<file path="config.mk">
export PLATFORM = sky130hd
export DESIGN_NAME = cs_term_ctrl
export DESIGN_NICKNAME = d
export VERILOG_FILES = /design/src/rtl/cst_pkg.sv /design/src/rtl/cst_match.sv /design/src/rtl/cst_wait_timer.sv /design/src/rtl/cst_cpu_decode.sv /design/src/rtl/cs_term_ctrl.sv
export SDC_FILE = /design/constraint.sdc
export NUM_CORES = 1
export LEC_CHECK = 0
export ABC_CLOCK_PERIOD_IN_PS = 4230
export BUFFER_PORTS_ARGS = -buffer_cell sky130_fd_sc_hd__buf_2
export CAP_MARGIN = 25
export CORE_ASPECT_RATIO = 0.9
export CORE_MARGIN = 3
export CORE_UTILIZATION = 50
export DETAILED_ROUTE_END_ITERATION = 6
export PLACE_DENSITY_LB_ADDON = 0.25
export SLEW_MARGIN = 25
export SYNTH_ARGS = -nofsm -noshare
export SYNTH_HDL_FRONTEND = slang
export SYNTH_SLANG_ARGS = --single-unit
export TNS_END_PERCENT = 10
</file>
<file path="constraint.sdc">
create_clock -name clk -period 4.23 [get_ports clk]
set_clock_uncertainty 0.1 [all_clocks]
set_input_delay 0.846 -clock clk [delete_from_list [all_inputs] [get_ports clk]]
set_output_delay 0.846 -clock clk [all_outputs]
set_load 0.1 [all_outputs]
</file>
<file path="src/rtl/cst_pkg.sv">
package cst_pkg;
  localparam logic [3:0] ACK_FAST = 4'hE;
  localparam logic [3:0] ACK_EXT  = 4'hF;

  typedef enum logic [2:0] {
    CT_NONE  = 3'd0,
    CT_BKPT  = 3'd1,
    CT_STOP  = 3'd2,
    CT_IACK  = 3'd3,
    CT_OTHER = 3'd4
  } cpu_type_e;

  function automatic cpu_type_e decode_type(input logic [3:0] nib);
    case (nib)
      4'h0:    return CT_BKPT;
      4'h3:    return CT_STOP;
      4'hF:    return CT_IACK;
      default: return CT_OTHER;
    endcase
  endfunction
endpackage

</file>
<file path="src/rtl/cst_match.sv">
module cst_match #(
  parameter int ADDR_W = 20,
  parameter int BLK_W  = 5
) (
  input  logic [ADDR_W-1:0] addr,
  input  logic [ADDR_W-1:0] base,
  input  logic [BLK_W-1:0]  blk,
  output logic              in_rng
);
  logic [ADDR_W-1:0] diff;
  always_comb begin
    diff   = (addr ^ base) >> blk;
    in_rng = (diff == '0);
  end
endmodule

</file>
<file path="src/rtl/cst_wait_timer.sv">
module cst_wait_timer #(
  parameter int CNT_W = 4
) (
  input  logic             clk,
  input  logic             rst_n,
  input  logic             run,
  output logic [CNT_W-1:0] cnt
);
  localparam logic [CNT_W-1:0] CNT_MAX = '1;
  always_ff @(posedge clk or negedge rst_n) begin
    if (!rst_n)              cnt <= '0;
    else if (!run)           cnt <= '0;
    else if (cnt != CNT_MAX) cnt <= cnt + 1'b1;
  end
endmodule

</file>
<file path="src/rtl/cst_cpu_decode.sv">
module cst_cpu_decode
  import cst_pkg::*;
#(
  parameter int ADDR_W = 20
) (
  input  logic              clk,
  input  logic              rst_n,
  input  logic              as_i,
  input  logic              cpu_sp,
  input  logic [ADDR_W-1:0] addr,
  output cpu_type_e         ctype
);
  localparam int TOP = ADDR_W - 1;
  always_ff @(posedge clk or negedge rst_n) begin
    if (!rst_n)                ctype <= CT_NONE;
    else if (as_i && cpu_sp)   ctype <= decode_type(addr[TOP -: 4]);
    else                       ctype <= CT_NONE;
  end
endmodule

</file>
<file path="src/rtl/cs_term_ctrl.sv">
module cs_term_ctrl
  import cst_pkg::*;
#(
  parameter int NUM_CS = 2,
  parameter int ADDR_W = 20,
  parameter int BLK_W  = $clog2(ADDR_W + 1)
) (
  input  logic                     clk,
  input  logic                     rst_n,
  input  logic [ADDR_W-1:0]        bus_addr,
  input  logic [2:0]               bus_fc,
  input  logic                     bus_as,
  input  logic                     bus_ds,
  input  logic                     bus_rw,
  input  logic [1:0]               ext_ack,
  input  logic [NUM_CS*ADDR_W-1:0] cfg_base,
  input  logic [NUM_CS*BLK_W-1:0]  cfg_blk,
  input  logic [NUM_CS*4-1:0]      cfg_ack,
  input  logic [NUM_CS-1:0]        cfg_port16,
  input  logic [NUM_CS-1:0]        cfg_strb_as,
  output logic [NUM_CS-1:0]        cs,
  output logic [1:0]               int_ack,
  output logic                     cycle_done,
  output logic                     ds_en,
  output logic [2:0]               cpu_type
);
  localparam int CNT_W = 4;

  logic              cpu_sp;
  logic [NUM_CS-1:0] in_rng, match;
  logic              hit, sel_port16;
  logic [3:0]        sel_code;
  logic [CNT_W-1:0]  cnt;
  logic              int_cond, ext_ok, done_cond, sel_fast, fin_q;
  cpu_type_e         ctype;

  assign cpu_sp = (bus_fc == 3'd7);

  for (genvar i = 0; i < NUM_CS; i++) begin : g_cs
    cst_match #(.ADDR_W(ADDR_W), .BLK_W(BLK_W)) u_match (
      .addr   (bus_addr),
      .base   (cfg_base[i*ADDR_W +: ADDR_W]),
      .blk    (cfg_blk[i*BLK_W +: BLK_W]),
      .in_rng (in_rng[i])
    );
    assign match[i] = bus_as && !cpu_sp && in_rng[i];

    always_ff @(posedge clk or negedge rst_n) begin
      if (!rst_n) cs[i] <= 1'b0;
      else        cs[i] <= match[i] && (cfg_strb_as[i] || bus_ds);
    end
  end

  // lowest matching index wins
  always_comb begin
    sel_code   = ACK_EXT;
    sel_port16 = 1'b0;
    for (int i = NUM_CS - 1; i >= 0; i--) begin
      if (match[i]) begin
        sel_code   = cfg_ack[i*4 +: 4];
        sel_port16 = cfg_port16[i];
      end
    end
  end

  assign hit      = |match;
  assign sel_fast = hit && (sel_code == ACK_FAST);

  cst_wait_timer #(.CNT_W(CNT_W)) u_timer (
    .clk   (clk),
    .rst_n (rst_n),
    .run   (bus_as),
    .cnt   (cnt)
  );

  always_comb begin
    if (!hit || sel_code == ACK_EXT) int_cond = 1'b0;
    else if (sel_code == ACK_FAST)   int_cond = 1'b1;
    else int_cond = ({1'b0, cnt} >= ({1'b0, sel_code} + 5'd1));
  end

  assign ext_ok    = (|ext_ack) && (cnt != '0);
  assign done_cond = bus_as && !fin_q && (ext_ok || int_cond);

  always_ff @(posedge clk or negedge rst_n) begin
    if (!rst_n) begin
      int_ack    <= 2'b00;
      cycle_done <= 1'b0;
      fin_q      <= 1'b0;
      ds_en      <= 1'b0;
    end else begin
      int_ack    <= int_cond ? (sel_port16 ? 2'b11 : 2'b10) : 2'b00;
      cycle_done <= done_cond;
      fin_q      <= bus_as && (fin_q || done_cond);
      ds_en      <= bus_as && !(sel_fast && !bus_rw);
    end
  end

  cst_cpu_decode #(.ADDR_W(ADDR_W)) u_cpu (
    .clk    (clk),
    .rst_n  (rst_n),
    .as_i   (bus_as),
    .cpu_sp (cpu_sp),
    .addr   (bus_addr),
    .ctype  (ctype)
  );
  assign cpu_type = ctype;
endmodule

</file>
==> impl_metrics.tcl, run 1 <==
set metrics [dict create \
    seqPwrFrac_pct 24.2 \
    ys.flop_type "dfrtp_1" \
    arrival_ns 4.06 \
    slew_violations 0 \
    wl_per_cell_um 14.80 \
    fin_crit_ns 4.067 \
    tightest_slew_ns 0.5256 \
    routed_wirelength_um 6232 \
    hp-class "in -> async" \
    ys_seq_area_share_pct 17.93 \
    initial_utilization_pct 55.00 \
    total_power_uw 612.5 \
    path_class "in -> reg" \
    leakagePower_uw 0.001437 \
    cts_tree "done" \
    portBuffers 100 \
    core_sq_um 3553 \
    postRouteAntennaNets 0 \
    antenna_found_initial 0 \
    synthArstFlopShare_pct 100.0 \
    ys_seq_elements 14 \
    cp-end-kind "flop" \
    status "finished, final reports clean" \
    drcViolationCount 0 \
    max_freq_mhz 245.9 \
    grt_util_all_layers_pct 25.58 \
    die_w_um 71.90 \
    fillers 249 \
    dr.first_iter.drc_count 201 \
    dieArea_sq_um 4696 \
    start_kind "primary input" \
    wl_met1_um 2611 \
    slew_headroom_pct 64.59 \
    ios 101 \
    syn_inst 248 \
    grt_pass1_vias 2259 \
    cp_max_fo 4 \
    power.density_nw_per_um2 215.5 \
    switchingPower_uw 239.8 \
    p_sw_share_pct 39.14 \
    netlist_area_sq_um 1954 \
    vias_per_cell 5.727 \
    rows 20 \
    layout_common_cells "buf_2 (100), buf_4 (34), xor2_1 (31)" \
    die_h_um 65.31 \
    pwr-share-comb_pct 55.2 \
    syn_avg_cell_area_sq_um 7.881 \
    path_clk_slew_ns 0.06 \
    cp.required_ns 4.22 \
    finalWeightedCongestion 0.9926 \
    cts_root_buf "clkbuf_8" \
    r2r_slack_ns 2.17 \
    synth_edf_count 0 \
    grt_pass1_wl_um 9798 \
    yosysWarnings 0 \
    pwr-share-clk_pct 20.7 \
    firstDrtPassIters 5 \
    hold_viol_final 0 \
    placement.cell_area_sq_um 2653 \
    setup_viol 0 \
    top_layer "met4" \
    fin_crit_sh_pct 96.16 \
    dr_wl_met3_um 617 \
    syn-num-nets 348 \
    num_antenna_cells 0 \
    drive_above_1_share_pct 42.18 \
    hpwl_um 5105 \
    place_inst 410 \
    reg2reg_depth 9 \
    internal_power_uw 372.8 \
    hold_slack_ns 0.3835 \
    cts_buffers 3 \
    ir_worst_vdd_v 0.0001466 \
    maxCapViolCount 0 \
    grt_overflow 0 \
    area_delta_synth_final_pct 45.45 \
    insertion_delay_ns 0.24 \
    clk_path_buf_depth 2 \
    cts-htree-levels 1 \
    clkSinkCount 14 \
    final_common_cell "buf_2" \
    vias 2411 \
    finalNonFillerCells 421 \
    nets 478 \
    ys_types 56 \
    route.met2.wl_um 2875 \
    grt_max_degree 15 \
    final_area_sq_um 2843 \
]
[registers in the layout (all words and copies together) (netlist names)]
register	count
fin_q	1
cycle_done	1
int_ack	2
ds_en	1
u_cpu.ctype	3
cs	2
u_timer.cnt	4
[Yosys cell counts, types with 2 or more instances]
cell type,n,area (sq um)
nand4_1,3,18.77
a221oi_1,2,17.52
mux2i_1,11,110.1
o32ai_1,2,17.52
xor2_1,31,271.5
ha_1,8,100.1
buf_4,3,22.52
inv_1,13,48.80
o31ai_1,2,15.01
a21oi_1,12,60.06
nor3_1,13,65.06
buf_6,2,22.52
dfrtp_1,14,350.3
o211ai_1,2,15.01
a31oi_1,5,31.28
nand2b_1,3,18.77
xnor2_1,14,122.6
nor2_1,23,86.33
o22a_1,3,26.28
clkbuf_1,2,7.510
xnor2_2,2,32.53
o21ai_1,2,10.01
o21ai_0,11,55.05
buf_2,2,10.01
a21o_1,3,22.52
nand2_1,15,56.30
a211oi_1,7,52.55
a21boi_1,2,15.01
nand3_1,9,45.04
[routing by layer]
| layer | track usage (%) | up-vias |
|---|---|---|
| met2 | 43.12 | 147 |
| met5 | 0 | - |
| met1 | 35.05 | 1093 |
| li1 | - | 1158 |
| met3 | 2.294 | 13 |
| met4 | 6.573 | 0 |
[critical path: stages]
cell and delay [ns]:
buf_2 0.12, xnor2_2 0.20, nand2_1 0.11, o311ai_1 0.37, nand4b_1 0.15, a211o_1 0.33, or2_1 0.28, o22a_1 0.24
ha_1 0.28, inv_1 0.04, ha_1 0.26, a21o_1 0.15, a21o_1 0.18, a21oi_2 0.17, nand2_1 0.09, a21oi_2 0.16
a2111oi_2 0.08
[worst paths after layout]
path,from,end
max reg2reg,u_timer.cnt[0],cycle_done
min in group clk,fin_q,fin_q
min reg2reg,fin_q,fin_q
max in group asynchronous,rst_n,cs[0]
max,bus_addr[8],cycle_done
min,rst_n,ds_en
[power by group through the flow]
stage          registers, uW  clock network (uW)  logic [uW]
2_1_floorplan            181                   0         158
3_3_place_gp             150                   0         300
3_5_place_dp             150                   0         309
4_1_cts                  148                 127         315
5_1_grt                  149                 131         368
6_report                 148                 127         338
[final cells by class]
cell class,count,area [sq um],area share [%]
repair buffers,135,775.7,27.29
flip-flops and latches,14,350.3,12.32
multi-input cells,210,1550,54.53
inverters,14,56.30,1.981
well taps,44,55.05,1.937
clock buffers,4,55.05,1.937
[kinds of logic (layout without fill, tap and decap cells)]
kind of cell,count (synthesis),after routing,synth area share (%)
simple gates,76,76,18.95
fa+ha+maj,8,8,5.122
compound gates,67,67,23.82
mux,12,12,6.210
xor+xnor,47,47,21.83
flops,14,14,17.93
buf+inv,24,153,6.146
[stage by stage]
stage | worst slack (ns) | TNS (ns) | utilization [%]
after global placement | -0.1526 | -0.5009 | 74.65
after detailed placement | -0.3560 | -1.333 | 74.65
after global routing | -0.04227 | -0.09743 | 80.00
after CTS | 0.007584 | 0 | 77.04
final | 0.1625 | 0 | 80.00
after floorplan | 0.07272 | 0 | -
[what timing repair did]
item,CTS,global route
pin swaps,0,7
buffers inserted,2,5
hold buffers,0,0
gates cloned,0,0
gates resized for setup,3,16
endpoints found under the setup margin,4,4
Note: power is estimated with default switching activity, not from simulation.
==> run 2, diff against run 1 <==
- CORE_UTILIZATION: 50 -> 51
- CTS_BUF_LIST: default -> sky130_fd_sc_hd__clkbuf_4
==> run 2 against run 1 <==
Maximum frequency increased by 1.2%. Final cell count down 1.9%. Critical path depth grew 2. Non-clock buffer count shrank 8. Wire length shrank 4.6%. Largest cell class unchanged.
==> impl_metrics.tcl, run 2 (same netlist as run 1, synthesis figures left out) <==
set metrics [dict create \
    status "finished, final reports clean" \
    maxCapViolCount 0 \
    clk_path_buf_depth 2 \
    nets 470 \
    dieArea_sq_um 4612 \
    core_sq_um 3528 \
    fin_crit_ns 4.021 \
    slew_headroom_pct 62.20 \
    vias_per_cell 5.545 \
    drcViolationCount 0 \
    crit_end "cycle_done" \
    finalWeightedCongestion 0.9419 \
    clkSinkCount 14 \
    area_delta_synth_final_pct 37.84 \
    cp_max_fo 4 \
    grt_pass1_wl_um 9549 \
    postRouteAntennaNets 0 \
    postCtsSetupBuffers 0 \
    grt_pass1_vias 2121 \
    dr.first_iter.drc_count 128 \
    cts-htree-levels 1 \
    cts_tree "done" \
    rr_startpoint "u_timer.cnt[0]" \
    die_h_um 64.73 \
    path_class "in -> reg" \
    hold_viol_final 0 \
    power.density_nw_per_um2 203.8 \
    initial_utilization_pct 55.39 \
    die_w_um 71.25 \
    top_regs "u_timer.cnt x4, u_cpu.ctype x3" \
    largest-register "u_timer.cnt" \
    setup_viol 0 \
    slew_violations 0 \
    num_antenna_cells 0 \
    portBuffers 100 \
    antenna_found_initial 0 \
    leakagePower_uw 0.001371 \
    r2r_slack_ns 2.22 \
    grt_overflow 0 \
    fin_crit_sh_pct 95.05 \
    layout_common_cells "buf_2 (100), xor2_1 (31), buf_4 (27)" \
    vias 2290 \
    routed_wirelength_um 5943 \
    reg2reg_depth 9 \
    hpwl_um 5102 \
    grt_max_degree 15 \
    place_ws_ns -0.2265 \
    firstDrtPassIters 5 \
    arrival_ns 4.07 \
    max_freq_mhz 248.7 \
    rows 20 \
    drive_above_1_share_pct 37.94 \
    final_common_cell "buf_2" \
    cts_root_buf "clkbuf_4" \
    grt_util_all_layers_pct 25.55 \
    wl_per_cell_um 14.39 \
    path_clk_slew_ns 0.09 \
    insertion_delay_ns 0.29 \
    hp-class "in -> async" \
    largest_reg_flops 4 \
    final_core_util_pct 76.35 \
    tightest_slew_ns 0.5611 \
    cp.required_ns 4.28 \
    crit_start "cfg_blk[5]" \
    ir_worst_vdd_v 0.0001231 \
    cp-end-kind "flop" \
    cts_buffers 3 \
    ios 101 \
    r2r_end "cycle_done" \
    start_kind "primary input" \
    postCtsHoldBufs 0 \
    postLayoutSetupSlackWorst_ns 0.2094 \
]
[run 2: changes by cell type in the layout (fill, tap and decap cells not counted), sizes merged]
cell,change
clkinv,+1
inv,+1
buf,-8
clkbuf,-1
clkinvlp,-1
[run 2: layout make-up]
| class | instances | area [sq um] |
|---|---|---|
| clock inverters | 1 | 3.754 |
| multi-input cells | 210 | 1506 |
| inverters | 14 | 52.55 |
| flip-flops and latches | 14 | 350.3 |
| fillers | 278 | 834.6 |
| well taps | 44 | 55.05 |
| clock buffers | 3 | 22.52 |
| repair buffers | 127 | 703.2 |
[run 2: what timing repair did]
item | 4_1_cts | 5_1_grt
endpoints found under the hold margin | 0 | 0
endpoints found under the setup margin | 0 | 4
gates resized for setup | 0 | 5
[run 2: power by group]
part	total (uW)	switching (uW)	internal, uW
clock	81.3	47.0	34.3
sequential	148	5.60	142
combinational	320	179	141
[run 2: routing by layer]
layer | share of wire (%) | track usage [%] | vias up | wire, um
li1 | - | - | 1145 | -
met1 | 45 | 36.13 | 1027 | 2688
met2 | 44 | 40.71 | 114 | 2622
met3 | 10 | 5.116 | 4 | 605
met4 | 0.45 | 4.225 | 0 | 27
met5 | 0 | 0 | - | 0
[run 2: worst min path at each step]
stage | start | to | slack, ns | cells after the start
floorplan | fin_q | fin_q | 0.37 | 2
global placement | fin_q | fin_q | 0.40 | 2
detailed placement | fin_q | fin_q | 0.43 | 2
CTS | rst_n | u_cpu.ctype[2] | 0.34 | 1
global route | rst_n | u_cpu.ctype[2] | 0.34 | 1
finish | rst_n | u_cpu.ctype[2] | 0.33 | 1
[run 2: per-stage QoR]
step | total power [uW] | setup TNS, ns | hold slack [ns] | cells | instance area, sq um
4_1_cts | 537.3 | 0 | 0.3401 | 413 | 2671
6_report | 549.1 | 0 | 0.3328 | 413 | 2694
2_1_floorplan | 338.7 | 0 | 0.3709 | 248 | 1954
5_1_grt | 587.4 | -0.008373 | 0.3447 | 413 | 2694
3_3_place_gp | 450.6 | -0.2796 | 0.3992 | 409 | 2645
3_5_place_dp | 456.8 | -0.7347 | 0.4350 | 409 | 2645
[run 2: worst max-delay path, stage by stage]
cell,delay (ns)
buf_2,0.10
inv_1,0.13
buf_4,0.16
mux2i_1,0.23
nand4_1,0.13
a221oi_1,0.33
a311o_1,0.23
o211a_1,0.17
o21ai_1,0.11
o22a_1,0.22
ha_1,0.28
inv_1,0.03
ha_1,0.26
a21o_1,0.16
a21o_1,0.19
a21oi_2,0.17
nand2_1,0.06
a21oi_1,0.18
a2111oi_2,0.08
==> run 3, diff against run 2 <==
- PLACE_DENSITY: default -> 0.95
- PLACE_DENSITY_LB_ADDON: 0.25 -> default
==> run 3 against run 2 <==
Critical path depth is the same. Non-clock buffer count shrank 6. Die area is the same. Via count grew 2.3%. Clock-buffer cell count is the same. Worst hold slack gained 0.0050 ns. Wire length grew 1.8%. Maximum frequency grew 0.52%. Critical path type unchanged. Power shrank 2.0%. Sequential cell count is the same. Sequential power is essentially flat.
==> impl_metrics.tcl, run 3 (same netlist as run 1, synthesis figures left out) <==
set metrics [dict create \
    status "finished, final reports clean" \
    ios 101 \
    vias 2343 \
    fin_crit_sh_pct 94.55 \
    core_sq_um 3528 \
    postRouteAntennaNets 0 \
    reg2reg_depth 9 \
    clkSinkCount 14 \
    final_core_util_pct 75.50 \
    die_w_um 71.25 \
    drcViolationCount 0 \
    wl_per_cell_um 14.90 \
    vias_per_cell 5.771 \
    grt_pass1_vias 2300 \
    r2r_slack_ns 2.21 \
    place_inst 402 \
    switchingPower_uw 226.2 \
    crit_start "cfg_blk[5]" \
    grt_util_all_layers_pct 25.63 \
    path_clk_slew_ns 0.07 \
    pwr-share-comb_pct 59.2 \
    largest_reg_flops 4 \
    grt_overflow 0 \
    rows 20 \
    cp_max_fo 6 \
    path_cells "buf_2, inv_2, buf_4, nor3_1, nor3_1, o41ai_2, a311o_1, o211a_1, o21ai_1, o22a_1, ha_1, inv_1, ha_1, a21o_1, a21o_1, a21oi_2, nand2_1, a21oi_2, a2111oi_2" \
    dieArea_sq_um 4612 \
    critPathSlowestCell "o41ai_2" \
    layout_common_cells "buf_2 (100), xor2_1 (30), nor2_1 (23)" \
    place_ws_ns -0.3639 \
    slew_violations 0 \
    fillers 248 \
    cts-htree-levels 1 \
    clk_path_buf_depth 2 \
    p_sw_share_pct 42.05 \
    postCtsHoldBufs 0 \
    path_class "in -> reg" \
    cp-end-kind "flop" \
    fin_crit_ns 4.000 \
    grt_max_degree 15 \
    max_stage_delay_ns 0.39 \
    internal_power_uw 311.8 \
    final_area_sq_um 2664 \
    dr.first_iter.drc_count 135 \
    insertion_delay_ns 0.28 \
    slew_headroom_pct 60.87 \
    area_delta_synth_final_pct 36.30 \
    drive_above_1_share_pct 38.12 \
    start_kind "primary input" \
    antenna_found_initial 0 \
    grt_pass1_wl_um 9687 \
    hp-class "in -> async" \
    die_h_um 64.73 \
    hold_viol_final 0 \
    arrival_ns 4.04 \
    rsz0062_at_grt "no" \
    fin_setup_tns_ns 0 \
    maxCapViolCount 0 \
    placement.cell_area_sq_um 2592 \
    setup_viol 0 \
    pwr-share-clk_pct 13.4 \
    hpwl_um 5149 \
    num_antenna_cells 0 \
    seqPwrFrac_pct 27.4 \
    routed_wirelength_um 6050 \
    cts_root_buf "clkbuf_4" \
    leakagePower_uw 0.001348 \
    rr_startpoint "u_timer.cnt[0]" \
    cts_tree "done" \
    power.density_nw_per_um2 202.0 \
    finalNonFillerCells 406 \
    top_regs "u_timer.cnt x4, u_cpu.ctype x3" \
    initial_utilization_pct 55.39 \
    largest-register "u_timer.cnt" \
    postLayoutSetupSlackWorst_ns 0.2304 \
    nets 464 \
    firstDrtPassIters 7 \
    max_freq_mhz 250.0 \
    r2r_end "cycle_done" \
    crit_end "cycle_done" \
    cts_buffers 3 \
    cp.required_ns 4.27 \
    final_common_cell "buf_2" \
    finalWeightedCongestion 0.9569 \
    ir_worst_vdd_v 0.00008232 \
    portBuffers 100 \
    tightest_slew_ns 0.5808 \
]
==> run 3: area by class of cell <==
| cell class | instances | area [sq um] | share of cell area, % |
|---|---|---|---|
| multi-input combinational | 210 | 1525 | 57.26 |
| tap | 44 | 55.05 | 2.067 |
| inverter | 14 | 52.55 | 1.973 |
| sequential | 14 | 350.3 | 13.15 |
| clock buffer | 3 | 22.52 | 0.8455 |
| timing repair buffer | 121 | 658.1 | 24.71 |
==> run 3: metal layers <==
layer  share of wire [%]  track usage (%)  up-vias
met5                   0                0        -
met4                 4.4            14.55        0
met3                 8.5            2.016       29
met2                  49            45.64      149
met1                  38            29.98     1037
li1                    -                -     1128
==> run 3: repair_timing <==
action	4_1_cts	5_1_grt
gates resized for setup	1	9
endpoints found under the setup margin	4	4
pin swaps	1	1
buffers inserted	1	0
==> run 3: worst max-delay path: cells and delay by family <==
| family | cells | cell delay [ns] |
|---|---|---|
| and+or+nand+nor | 3 | 0.40 |
| buffers and inverters | 4 | 0.38 |
| AOI/OAI and AO/OA | 10 | 1.88 |
| adders and majority gates | 2 | 0.55 |
==> run 3: worst min path at each step <==
stage | to | slack [ns] | cells past startpoint
after floorplan | fin_q | 0.37 | 2
after global placement | fin_q | 0.39 | 2
after detailed placement | fin_q | 0.40 | 2
after CTS | cycle_done | 0.34 | 1
after global routing | cycle_done | 0.36 | 1
final | fin_q | 0.34 | 1
==> run 3: power groups by stage <==
stage	sequential, uW	combinational, uW	clock, uW
6_report	148	318	71.8
4_1_cts	147	302	73.8
3_5_place_dp	150	300	0
2_1_floorplan	181	158	0
5_1_grt	148	345	78.1
3_3_place_gp	150	289	0
==> run 3: per-stage QoR <==
stage / hold WS (ns) / power, uW
after floorplan: 0.3709 / 338.7
after global placement: 0.3948 / 438.7
after detailed placement: 0.3993 / 449.2
after CTS: 0.3441 / 523.3
after global routing: 0.3594 / 571.1
final: 0.3378 / 538.0
